<file path="config.mk">
export PLATFORM = sky130hd
export DESIGN_NAME = secs_alarm
export DESIGN_NICKNAME = d
export VERILOG_FILES = /design/src/rtl/secs_alarm_pkg.sv /design/src/rtl/secs_alarm_flag.sv /design/src/rtl/secs_alarm_count.sv /design/src/rtl/secs_alarm_regs.sv /design/src/rtl/secs_alarm.sv
export SDC_FILE = /design/constraint.sdc
export NUM_CORES = 1
export LEC_CHECK = 0
export ABC_AREA = 1
export CAP_MARGIN = 20
export CORE_ASPECT_RATIO = 1.75
export CORE_MARGIN = 3
export CORE_UTILIZATION = 54
export CTS_BUF_LIST = sky130_fd_sc_hd__clkbuf_4
export DETAILED_ROUTE_END_ITERATION = 6
export PLACE_DENSITY = 0.88
export SLEW_MARGIN = 25
export SYNTH_ARGS = -nofsm -noshare
export SYNTH_HDL_FRONTEND = slang
export SYNTH_SLANG_ARGS = --single-unit
</file>
<file path="constraint.sdc">
create_clock -name clk -period 2.7 [get_ports clk]
set_input_delay 0.405 -clock clk [delete_from_list [all_inputs] [get_ports clk]]
set_output_delay 0.405 -clock clk [all_outputs]
set_load 0.03 [all_outputs]
</file>
<file path="src/rtl/secs_alarm_pkg.sv">
package secs_alarm_pkg;
  localparam logic [7:0] A_COUNT = 8'h00;
  localparam logic [7:0] A_RUN   = 8'h04;
  localparam logic [7:0] A_CIE   = 8'h08;
  localparam logic [7:0] A_CPEND = 8'h0C;
  localparam logic [7:0] A_WAKE  = 8'h10;
  localparam logic [7:0] A_WEN   = 8'h14;
  localparam logic [7:0] A_WIE   = 8'h18;
  localparam logic [7:0] A_WPEND = 8'h1C;

  localparam int NUM_FLAGS = 2;
  localparam int F_CNT  = 0;
  localparam int F_WEEK = 1;

  typedef struct packed {
    logic run;
    logic cie;
    logic wake;
    logic wen;
    logic wie;
  } ctl_t;
endpackage

</file>
<file path="src/rtl/secs_alarm_flag.sv">
module secs_alarm_flag (
  input  logic clk,
  input  logic rst_n,
  input  logic set_i,
  input  logic clr_i,
  output logic pend_o
);
  always_ff @(posedge clk) begin
    if (!rst_n)      pend_o <= 1'b0;
    else if (set_i)  pend_o <= 1'b1;
    else if (clr_i)  pend_o <= 1'b0;
  end

  AST_SET_WINS: assert property (@(posedge clk) disable iff (!rst_n)
    set_i |=> pend_o);
  AST_CLEAR_ONLY: assert property (@(posedge clk) disable iff (!rst_n)
    (clr_i && !set_i) |=> !pend_o);
  AST_HOLD_IDLE: assert property (@(posedge clk) disable iff (!rst_n)
    (!clr_i && !set_i) |=> $stable(pend_o));
endmodule

</file>
<file path="src/rtl/secs_alarm_count.sv">
module secs_alarm_count #(
  parameter int CNT_W = 32
) (
  input  logic             clk,
  input  logic             rst_n,
  input  logic             tick_i,
  input  logic             run_i,
  input  logic             ld_i,
  input  logic [CNT_W-1:0] ld_val_i,
  output logic [CNT_W-1:0] cnt_o,
  output logic             hit_o
);
  localparam logic [CNT_W-1:0] ONE = CNT_W'(1);

  logic step;
  assign step  = tick_i && run_i && (cnt_o != '0);
  assign hit_o = step && !ld_i && (cnt_o == ONE);

  always_ff @(posedge clk) begin
    if (!rst_n)    cnt_o <= '0;
    else if (ld_i) cnt_o <= ld_val_i;
    else if (step) cnt_o <= cnt_o - ONE;
  end

  AST_DEC_ONE: assert property (@(posedge clk) disable iff (!rst_n)
    (step && !ld_i) |=> (cnt_o == $past(cnt_o) - ONE));
  AST_HOLD_NO_TICK: assert property (@(posedge clk) disable iff (!rst_n)
    (!ld_i && !(tick_i && run_i)) |=> $stable(cnt_o));
  AST_LOAD_WINS: assert property (@(posedge clk) disable iff (!rst_n)
    ld_i |=> (cnt_o == $past(ld_val_i)));
endmodule

</file>
<file path="src/rtl/secs_alarm_regs.sv">
module secs_alarm_regs
  import secs_alarm_pkg::*;
#(
  parameter int ADDR_W = 8,
  parameter int DATA_W = 32,
  parameter int CNT_W  = 32
) (
  input  logic                 clk,
  input  logic                 rst_n,
  input  logic                 we_i,
  input  logic [ADDR_W-1:0]    waddr_i,
  input  logic                 wbit0_i,
  input  logic [ADDR_W-1:0]    raddr_i,
  input  logic [CNT_W-1:0]     cnt_i,
  input  logic [NUM_FLAGS-1:0] pend_i,
  output ctl_t                 ctl_o,
  output logic                 ld_o,
  output logic [NUM_FLAGS-1:0] clr_o,
  output logic [DATA_W-1:0]    rd_data_o
);
  function automatic logic hit(input logic [ADDR_W-1:0] a, input logic [7:0] k);
    return a == ADDR_W'(k);
  endfunction

  assign ld_o          = we_i && hit(waddr_i, A_COUNT);
  assign clr_o[F_CNT]  = we_i && wbit0_i && hit(waddr_i, A_CPEND);
  assign clr_o[F_WEEK] = we_i && wbit0_i && hit(waddr_i, A_WPEND);

  always_ff @(posedge clk) begin
    if (!rst_n) begin
      ctl_o <= '0;
    end else if (we_i) begin
      if (hit(waddr_i, A_RUN))  ctl_o.run  <= wbit0_i;
      if (hit(waddr_i, A_CIE))  ctl_o.cie  <= wbit0_i;
      if (hit(waddr_i, A_WAKE)) ctl_o.wake <= wbit0_i;
      if (hit(waddr_i, A_WEN))  ctl_o.wen  <= wbit0_i;
      if (hit(waddr_i, A_WIE))  ctl_o.wie  <= wbit0_i;
    end
  end

  logic bit0;
  logic is_bit;
  always_comb begin
    bit0   = 1'b0;
    is_bit = 1'b1;
    if      (hit(raddr_i, A_RUN))   bit0 = ctl_o.run;
    else if (hit(raddr_i, A_CIE))   bit0 = ctl_o.cie;
    else if (hit(raddr_i, A_CPEND)) bit0 = pend_i[F_CNT];
    else if (hit(raddr_i, A_WAKE))  bit0 = ctl_o.wake;
    else if (hit(raddr_i, A_WEN))   bit0 = ctl_o.wen;
    else if (hit(raddr_i, A_WIE))   bit0 = ctl_o.wie;
    else if (hit(raddr_i, A_WPEND)) bit0 = pend_i[F_WEEK];
    else                            is_bit = 1'b0;

    if (hit(raddr_i, A_COUNT)) rd_data_o = DATA_W'(cnt_i);
    else if (is_bit)           rd_data_o = DATA_W'(bit0);
    else                       rd_data_o = '0;
  end

  AST_STATUS_UPPER_ZERO: assert property (@(posedge clk) disable iff (!rst_n)
    !hit(raddr_i, A_COUNT) |-> (rd_data_o[DATA_W-1:1] == '0));
endmodule

</file>
<file path="src/rtl/secs_alarm.sv">
module secs_alarm
  import secs_alarm_pkg::*;
#(
  parameter int ADDR_W = 8,
  parameter int DATA_W = 32,
  parameter int CNT_W  = 32
) (
  input  logic              clk,
  input  logic              rst_n,
  input  logic              tick_i,
  input  logic              week_match_i,
  input  logic              wr_en_i,
  input  logic [ADDR_W-1:0] wr_addr_i,
  input  logic [DATA_W-1:0] wr_data_i,
  input  logic [ADDR_W-1:0] rd_addr_i,
  output logic [DATA_W-1:0] rd_data_o,
  output logic              irq_cnt_o,
  output logic              irq_week_o,
  output logic              wake_o
);
  ctl_t                 ctl;
  logic                 ld;
  logic [CNT_W-1:0]     cnt;
  logic                 hit;
  logic [NUM_FLAGS-1:0] set;
  logic [NUM_FLAGS-1:0] clr;
  logic [NUM_FLAGS-1:0] pend;

  secs_alarm_regs #(.ADDR_W(ADDR_W), .DATA_W(DATA_W), .CNT_W(CNT_W)) u_regs (
    .clk(clk), .rst_n(rst_n), .we_i(wr_en_i), .waddr_i(wr_addr_i),
    .wbit0_i(wr_data_i[0]), .raddr_i(rd_addr_i), .cnt_i(cnt), .pend_i(pend),
    .ctl_o(ctl), .ld_o(ld), .clr_o(clr), .rd_data_o(rd_data_o)
  );

  secs_alarm_count #(.CNT_W(CNT_W)) u_count (
    .clk(clk), .rst_n(rst_n), .tick_i(tick_i), .run_i(ctl.run), .ld_i(ld),
    .ld_val_i(wr_data_i[CNT_W-1:0]), .cnt_o(cnt), .hit_o(hit)
  );

  assign set[F_CNT]  = hit;
  assign set[F_WEEK] = week_match_i && ctl.wen;

  for (genvar g = 0; g < NUM_FLAGS; g++) begin : g_flag
    secs_alarm_flag u_flag (
      .clk(clk), .rst_n(rst_n), .set_i(set[g]), .clr_i(clr[g]), .pend_o(pend[g])
    );
  end

  assign irq_cnt_o  = pend[F_CNT] && ctl.cie;
  assign irq_week_o = pend[F_WEEK] && ctl.wie;
  assign wake_o     = irq_cnt_o && ctl.wake;

  AST_RISE_FROM_ONE: assert property (@(posedge clk) disable iff (!rst_n)
    $rose(pend[F_CNT]) |-> ($past(cnt) == CNT_W'(1) && cnt == '0));
  AST_WEEK_NEEDS_EN: assert property (@(posedge clk) disable iff (!rst_n)
    $rose(pend[F_WEEK]) |-> $past(week_match_i && ctl.wen));
  AST_WAKE_GATED: assert property (@(posedge clk) disable iff (!rst_n)
    wake_o |-> (irq_cnt_o && pend[F_CNT]));
endmodule

</file>
==> results.cfg, run 1 <==
[status]
status = finished, final reports clean

[sta]
setup_tns_ns = 0
hold_viol = 0
clock_skew_ns = 0.006264
max_freq_ghz = 0.4069
min_period_ns = 2.458
slew_headroom = 0.6110
finalSetupViolCount = 0
worst_pin_slew_ns = 0.5790
rsz0062_at_grt = no
fin_crit_sh = 0.9103
maxSlewViolCount = 0

[worst_hold_path]
hp-start = u_regs.ctl_o[0]$_SDFFE_PN0P_
holdPathStages = 2
holdPathEnd = u_regs.ctl_o[0]$_SDFFE_PN0P_
worst_hold_path_type = register to register

[logic_synthesis]
synth_area_per_cell_sq_um = 5.306
ys.warnings.count = 0
ys_types = 31
ys_seq_area_frac = 0.2457
syn-num-nets = 655
netlist_instances = 599
ys.flop_type = dfxtp_1
synthArstFlopShare = 0
synth_edf_count = 0
synth.cell_area_sq_um = 3178
yosys_register_bits = 39

[clock_network]
post_cts_buffers = 0
htree_levels = 2
clk_path_buf_depth = 2
clk_pin_slew_ns = 0.11
cts.sinks = 39
cts_buffers = 5
clk_latency_ns = 0.37
cts_tree = done
cts_root_buf = clkbuf_4

[worst_setup_path]
required_ns = 2.30
cp_top_family = buffers and inverters
path_class = input pin to output port
critPathArrivalTime_ns = 2.05
slowest_stage = clkdlybuf4s50_1
cp_max_fo = 31
critPathCaptureType = output port
cp_num_buf_inv = 3
rr_startpoint = u_count.cnt_o[0]$_SDFFE_PN0P_
slowest_delay_ns = 0.40
critPathLaunchType = input pin
r2r.worst_path.cells = 11
crit_path_cell_trace = clkdlybuf4s50_1 > nor3_1 > nor3b_1 > nand4_1 > buf_4 > nor2_1 > buf_4
crit_top_cell = buf_4
r2r_slack_ns = 0.68
r2r-end = u_count.cnt_o[18]$_SDFFE_PN0P_
crit_cells = 7

[detailed_routing]
wl_per_cell_um = 13.41
drc = 0
initialDrtViolationCount = 295
vias = 4016
routed_via_density = 5.270
first_pass_iters = 7
ant_nets = 0
drt_wl_total_mm = 10.22

[finish]
n_antenna_cell = 0
drive_gt1_frac = 0.09913
fillers = 521
finalNetCount = 743
mostFrequentLayoutCells = nand2_1 (219), nor2_1 (140), inv_1 (62), clkdlybuf4s50_1 (55), buf_4 (41)
area_growth_pct = 29.33
layout_commonest_cell = nand2_1

[placement]
finalWeightedCongestion = 0.9813
hpwl_mm = 8.079
portBuffers = 87

[global_routing]
grt_pass1_wl_mm = 16.93
gr-usage-all-layers = 0.3072
antenna_found_initial = 0
first_global_vias = 3805
grt-ovfl-total = 0
grt_max_degree = 32

[floorplanning]
io_pins = 88
dieArea_sq_um = 6878
fp.dieW_um = 63.99
initial_core_util = 0.5644
core_sq_um = 5630
die_h_um = 107.5
rows = 36

[power]
ir_worst_vdd_mv = 0.2893
power_switching_w = 0.0002665
cellPowerDensity_nw_per_um2 = 251.4
p_seq_frac = 0.559
total_power_w = 0.001033
combPwrFrac = 0.150
internal_power_w = 0.0007670
switching_share = 0.2578
pwr-share-clk = 0.291
cellLeakagePower_nw = 2.055

[flow_run]
maxCapViolCount = 0
-- worst max-delay path by stage --
stage	start	endpoint
6_report	rd_addr_i[5]	rd_data_o[7]
5_1_grt	rd_addr_i[5]	rd_data_o[0]
4_1_cts	rd_addr_i[5]	rd_data_o[15]
3_5_place_dp	rd_addr_i[5]	rd_data_o[0]
3_3_place_gp	rd_addr_i[5]	rd_data_o[0]
2_1_floorplan	rd_addr_i[5]	rd_data_o[0]
-- routing by layer --
layer | track usage | up-vias | part of all wire
met4 | 0.1484 | 0 | 0.037
met1 | 0.3329 | 1831 | 0.38
li1 | - | 2009 | -
met3 | 0.04075 | 32 | 0.054
met2 | 0.5699 | 144 | 0.53
met5 | 0 | - | 0
-- area by class of cell --
type,instances,area [sq um],share of cell area
inverter,65,246.5,0.05997
tap,76,95.09,0.02314
clock buffer,6,45.04,0.01096
timing repair buffer,97,867.1,0.2110
sequential,39,780.7,0.1900
multi-input combinational,479,2076,0.5050
-- per-stage QoR --
step	hold WS (ns)	std cells	worst slack [ns]	instance area [sq um]	utilization
final	0.4909	762	0.2422	4110	0.7300
after global routing	0.5049	762	0.09998	4110	0.7300
after CTS	0.4934	762	0.2358	4110	0.7300
after detailed placement	0.4768	756	-0.05759	4066	0.7222
after global placement	0.4762	756	0.06765	4066	0.7222
after floorplan	0.4407	599	0.6304	3178	-
-- power groups by stage --
stage / registers [W] / logic, W / clock network (W)
global placement: 0.000590 / 0.000149 / 0
CTS: 0.000577 / 0.000154 / 0.000313
finish: 0.000577 / 0.000155 / 0.000301
global route: 0.000578 / 0.000168 / 0.000326
detailed placement: 0.000590 / 0.000153 / 0
floorplan: 0.000590 / 0.0000570 / 0
-- logic make-up (layout without fill, tap and decap cells) --
logic type,Yosys count,after routing,share of synthesized area
AO/OA/AOI/OAI,48,48,0.09095
XOR/XNOR,5,5,0.01378
adder cells (fa/ha/maj),3,3,0.01181
buffers and inverters,81,168,0.1012
flip-flops,39,39,0.2457
AND/OR/NAND/NOR,423,423,0.5366
-- timing repair --
item | in CTS | in global routing
resized for setup | 1 | 0
hold buffers | 0 | 0
setup endpoints to repair | 1 | 0
-- sequential cells by signal (all words and copies together) (netlist names) --
name	flops
u_regs.ctl_o	5
g_flag.u_flag.pend_o	2
u_count.cnt_o	32
-- Yosys cell counts, types with 2 or more instances --
| cell type | n | area, sq um |
|---|---|---|
| nor2_2 | 2 | 12.51 |
| buf_1 | 2 | 7.510 |
| o21ai_0 | 14 | 70.07 |
| xor2_1 | 4 | 35.03 |
| buf_2 | 6 | 30.03 |
| nand4_1 | 6 | 37.54 |
| nor3_1 | 6 | 30.03 |
| nor2_1 | 140 | 525.5 |
| inv_1 | 62 | 232.7 |
| ha_1 | 3 | 37.54 |
| a21oi_2 | 9 | 78.83 |
| nand2_1 | 219 | 822.0 |
| o21ai_1 | 2 | 10.01 |
| nand3_1 | 40 | 200.2 |
| a21oi_1 | 21 | 105.1 |
| clkbuf_1 | 7 | 26.28 |
| nand2_2 | 4 | 25.02 |
| dfxtp_1 | 39 | 780.8 |
-- worst min-delay path: stages, from the launching register on --
cell and delay, ns:
dfxtp_1 0.34, nand2_1 0.06, a21oi_1 0.05
(Power assumes the default switching activity.)
==> inputs of run 2 (changes only) <==
CORE_MARGIN = 2   (was 3)
==> run 2 against run 1 <==
Clock-buffer cell count is the same. Largest power group unchanged. Highest routed layer unchanged. First-iteration DRC count shrank 7.1%. Register-to-register slack worse by 0.05 ns. Final cell count increased by 0.26%. Critical path type unchanged.
==> results.cfg, run 2 (synthesis gave the netlist of run 1 again) <==
[power]
cellLeakagePower_nw = 2.050
switching_share = 0.2718
pwr-share-clk = 0.307
cellPowerDensity_nw_per_um2 = 257.4
internal_power_w = 0.0007703
power_switching_w = 0.0002875
p_seq_frac = 0.546
combPwrFrac = 0.147
ir_worst_vdd_mv = 0.2470

[placement]
portBuffers = 87
dp_slack_ns = -0.1416
finalWeightedCongestion = 0.9874
hpwl_mm = 7.784

[global_routing]
grt_max_degree = 35
first_global_vias = 3876
grt-ovfl-total = 0
gr-usage-all-layers = 0.3281
antenna_found_initial = 0
grt_pass1_wl_mm = 16.57

[sta]
slew_headroom = 0.5751
clock_skew_ns = 0.01206
rsz0062_at_grt = no
min_period_ns = 2.393
finalSetupViolCount = 0
fin_crit_sh = 0.8864
hold_viol = 0
finalWorstSetupSlack_ns = 0.3066
worst_pin_slew_ns = 0.6325
maxSlewViolCount = 0
setup_tns_ns = 0
max_freq_ghz = 0.4178
finalHoldWorstSlack_ns = 0.4910

[flow_run]
maxCapViolCount = 0

[clock_network]
cts_tree = done
hold_buffers = 0
cts-resized-gates = 1
htree_levels = 2
clk_path_buf_depth = 2
cts_root_buf = clkbuf_4
cts_buffers = 5
cts.sinks = 39
clk_pin_slew_ns = 0.12
clk_latency_ns = 0.38
post_cts_buffers = 0

[worst_setup_path]
crit_path_cell_trace = clkdlybuf4s50_1 > nor3_1 > nor3b_2 > o21ai_0 > a311oi_1 > dlygate4sd2_1
cp_top_family = buffers and inverters
path_class = input pin to output port
slowest_delay_ns = 0.43
required_ns = 2.30
rr_startpoint = u_count.cnt_o[1]$_SDFFE_PN0P_
critPathArrivalTime_ns = 1.99
cp_num_buf_inv = 2
critPathLaunchType = input pin
critPathLaunch = rd_addr_i[5]
cp_max_fo = 2
slowest_stage = dlygate4sd2_1
critPathCaptureType = output port

[worst_hold_path]
worst_hold_path_type = register to register
hp-start = g_flag[1].u_flag.pend_o$_SDFFE_PN0P_

[floorplanning]
io_pins = 88
rows = 37
die_h_um = 105.5
dieArea_sq_um = 6539
initial_core_util = 0.5492
core_sq_um = 5787
fp.dieW_um = 61.99

[detailed_routing]
drt_wl_total_mm = 10.19
vias = 4008
first_pass_iters = 5
drc = 0
ant_nets = 0
wl_per_cell_um = 13.33
routed_via_density = 5.246
initialDrtViolationCount = 274

[status]
status = finished, final reports clean

[finish]
reg_top3 = u_count.cnt_o: 32 flops, u_regs.ctl_o: 5 flops, g_flag.u_flag.pend_o: 2 flops
n_antenna_cell = 0
largest_reg_flops = 32
finalNetCount = 741
fillers = 540
largest-register = u_count.cnt_o
layout_commonest_cell = nand2_1
mostFrequentLayoutCells = nand2_1 (219), nor2_1 (140), inv_1 (62), clkdlybuf4s50_1 (55), nand3_1 (40)
drive_gt1_frac = 0.09767
postLayoutCoreUtil = 0.7103
area_growth_pct = 29.33
[run 2: changes by cell type in the layout (fill, tap and decap cells not counted), sizes merged]
| cell | before | now |
|---|---|---|
| clkinv | 1 | 3 |
| buf | 41 | 39 |
[run 2: path summary, 6_finish.rpt]
path	end	slack, ns	cells after the start
setup / recovery	rd_data_o[0]	0.31	6
hold / removal	g_flag[1].u_flag.pend_o$_SDFFE_PN0P_	0.49	2
setup reg to reg	u_count.cnt_o[18]$_SDFFE_PN0P_	0.63	12
hold reg to reg	g_flag[1].u_flag.pend_o$_SDFFE_PN0P_	0.49	2
[run 2: through the flow]
stage               total power, W  instance area [sq um]  std cells
floorplan                0.0006471                   3178        599
global placement         0.0007386                   4054        756
detailed placement       0.0007425                   4054        756
CTS                       0.001058                   4105        764
global route              0.001094                   4110        764
finish                    0.001058                   4110        764
[run 2: power groups by stage]
stage	clock network, W	registers [W]	logic (W)
floorplan	0	0.000590	0.0000570
global placement	0	0.000590	0.000148
detailed placement	0	0.000590	0.000152
CTS	0.000327	0.000578	0.000153
global route	0.000346	0.000578	0.000170
finish	0.000325	0.000578	0.000155
[run 2: routing by layer]
layer,vias to the layer above,GRT usage,share of wire
met2,165,0.5491,0.52
met3,33,0.06994,0.059
met4,0,0.2021,0.042
li1,2012,-,-
met5,-,0,0
met1,1798,0.3516,0.38
[run 2: layout make-up]
type	instances	area [sq um]	share of cell area
clock buffers	6	45.04	0.01096
clock inverters	2	7.507	0.001826
inverters	65	246.5	0.05997
multi-input cells	479	2081	0.5062
flip-flops and latches	39	780.7	0.1900
well taps	78	97.59	0.02374
repair buffers	95	852.1	0.2073
[run 2: worst min-delay path, stage by stage (launching register included)]
cell and delay, ns:
dfxtp_1 0.34, nand2_1 0.06, a21oi_1 0.05
==> inputs of run 3 (changes only) <==
CAP_MARGIN = 15   (was 20)
==> results of run 3 <==
Same layout as run 2: the final DEF is identical, and so are final timing and power.
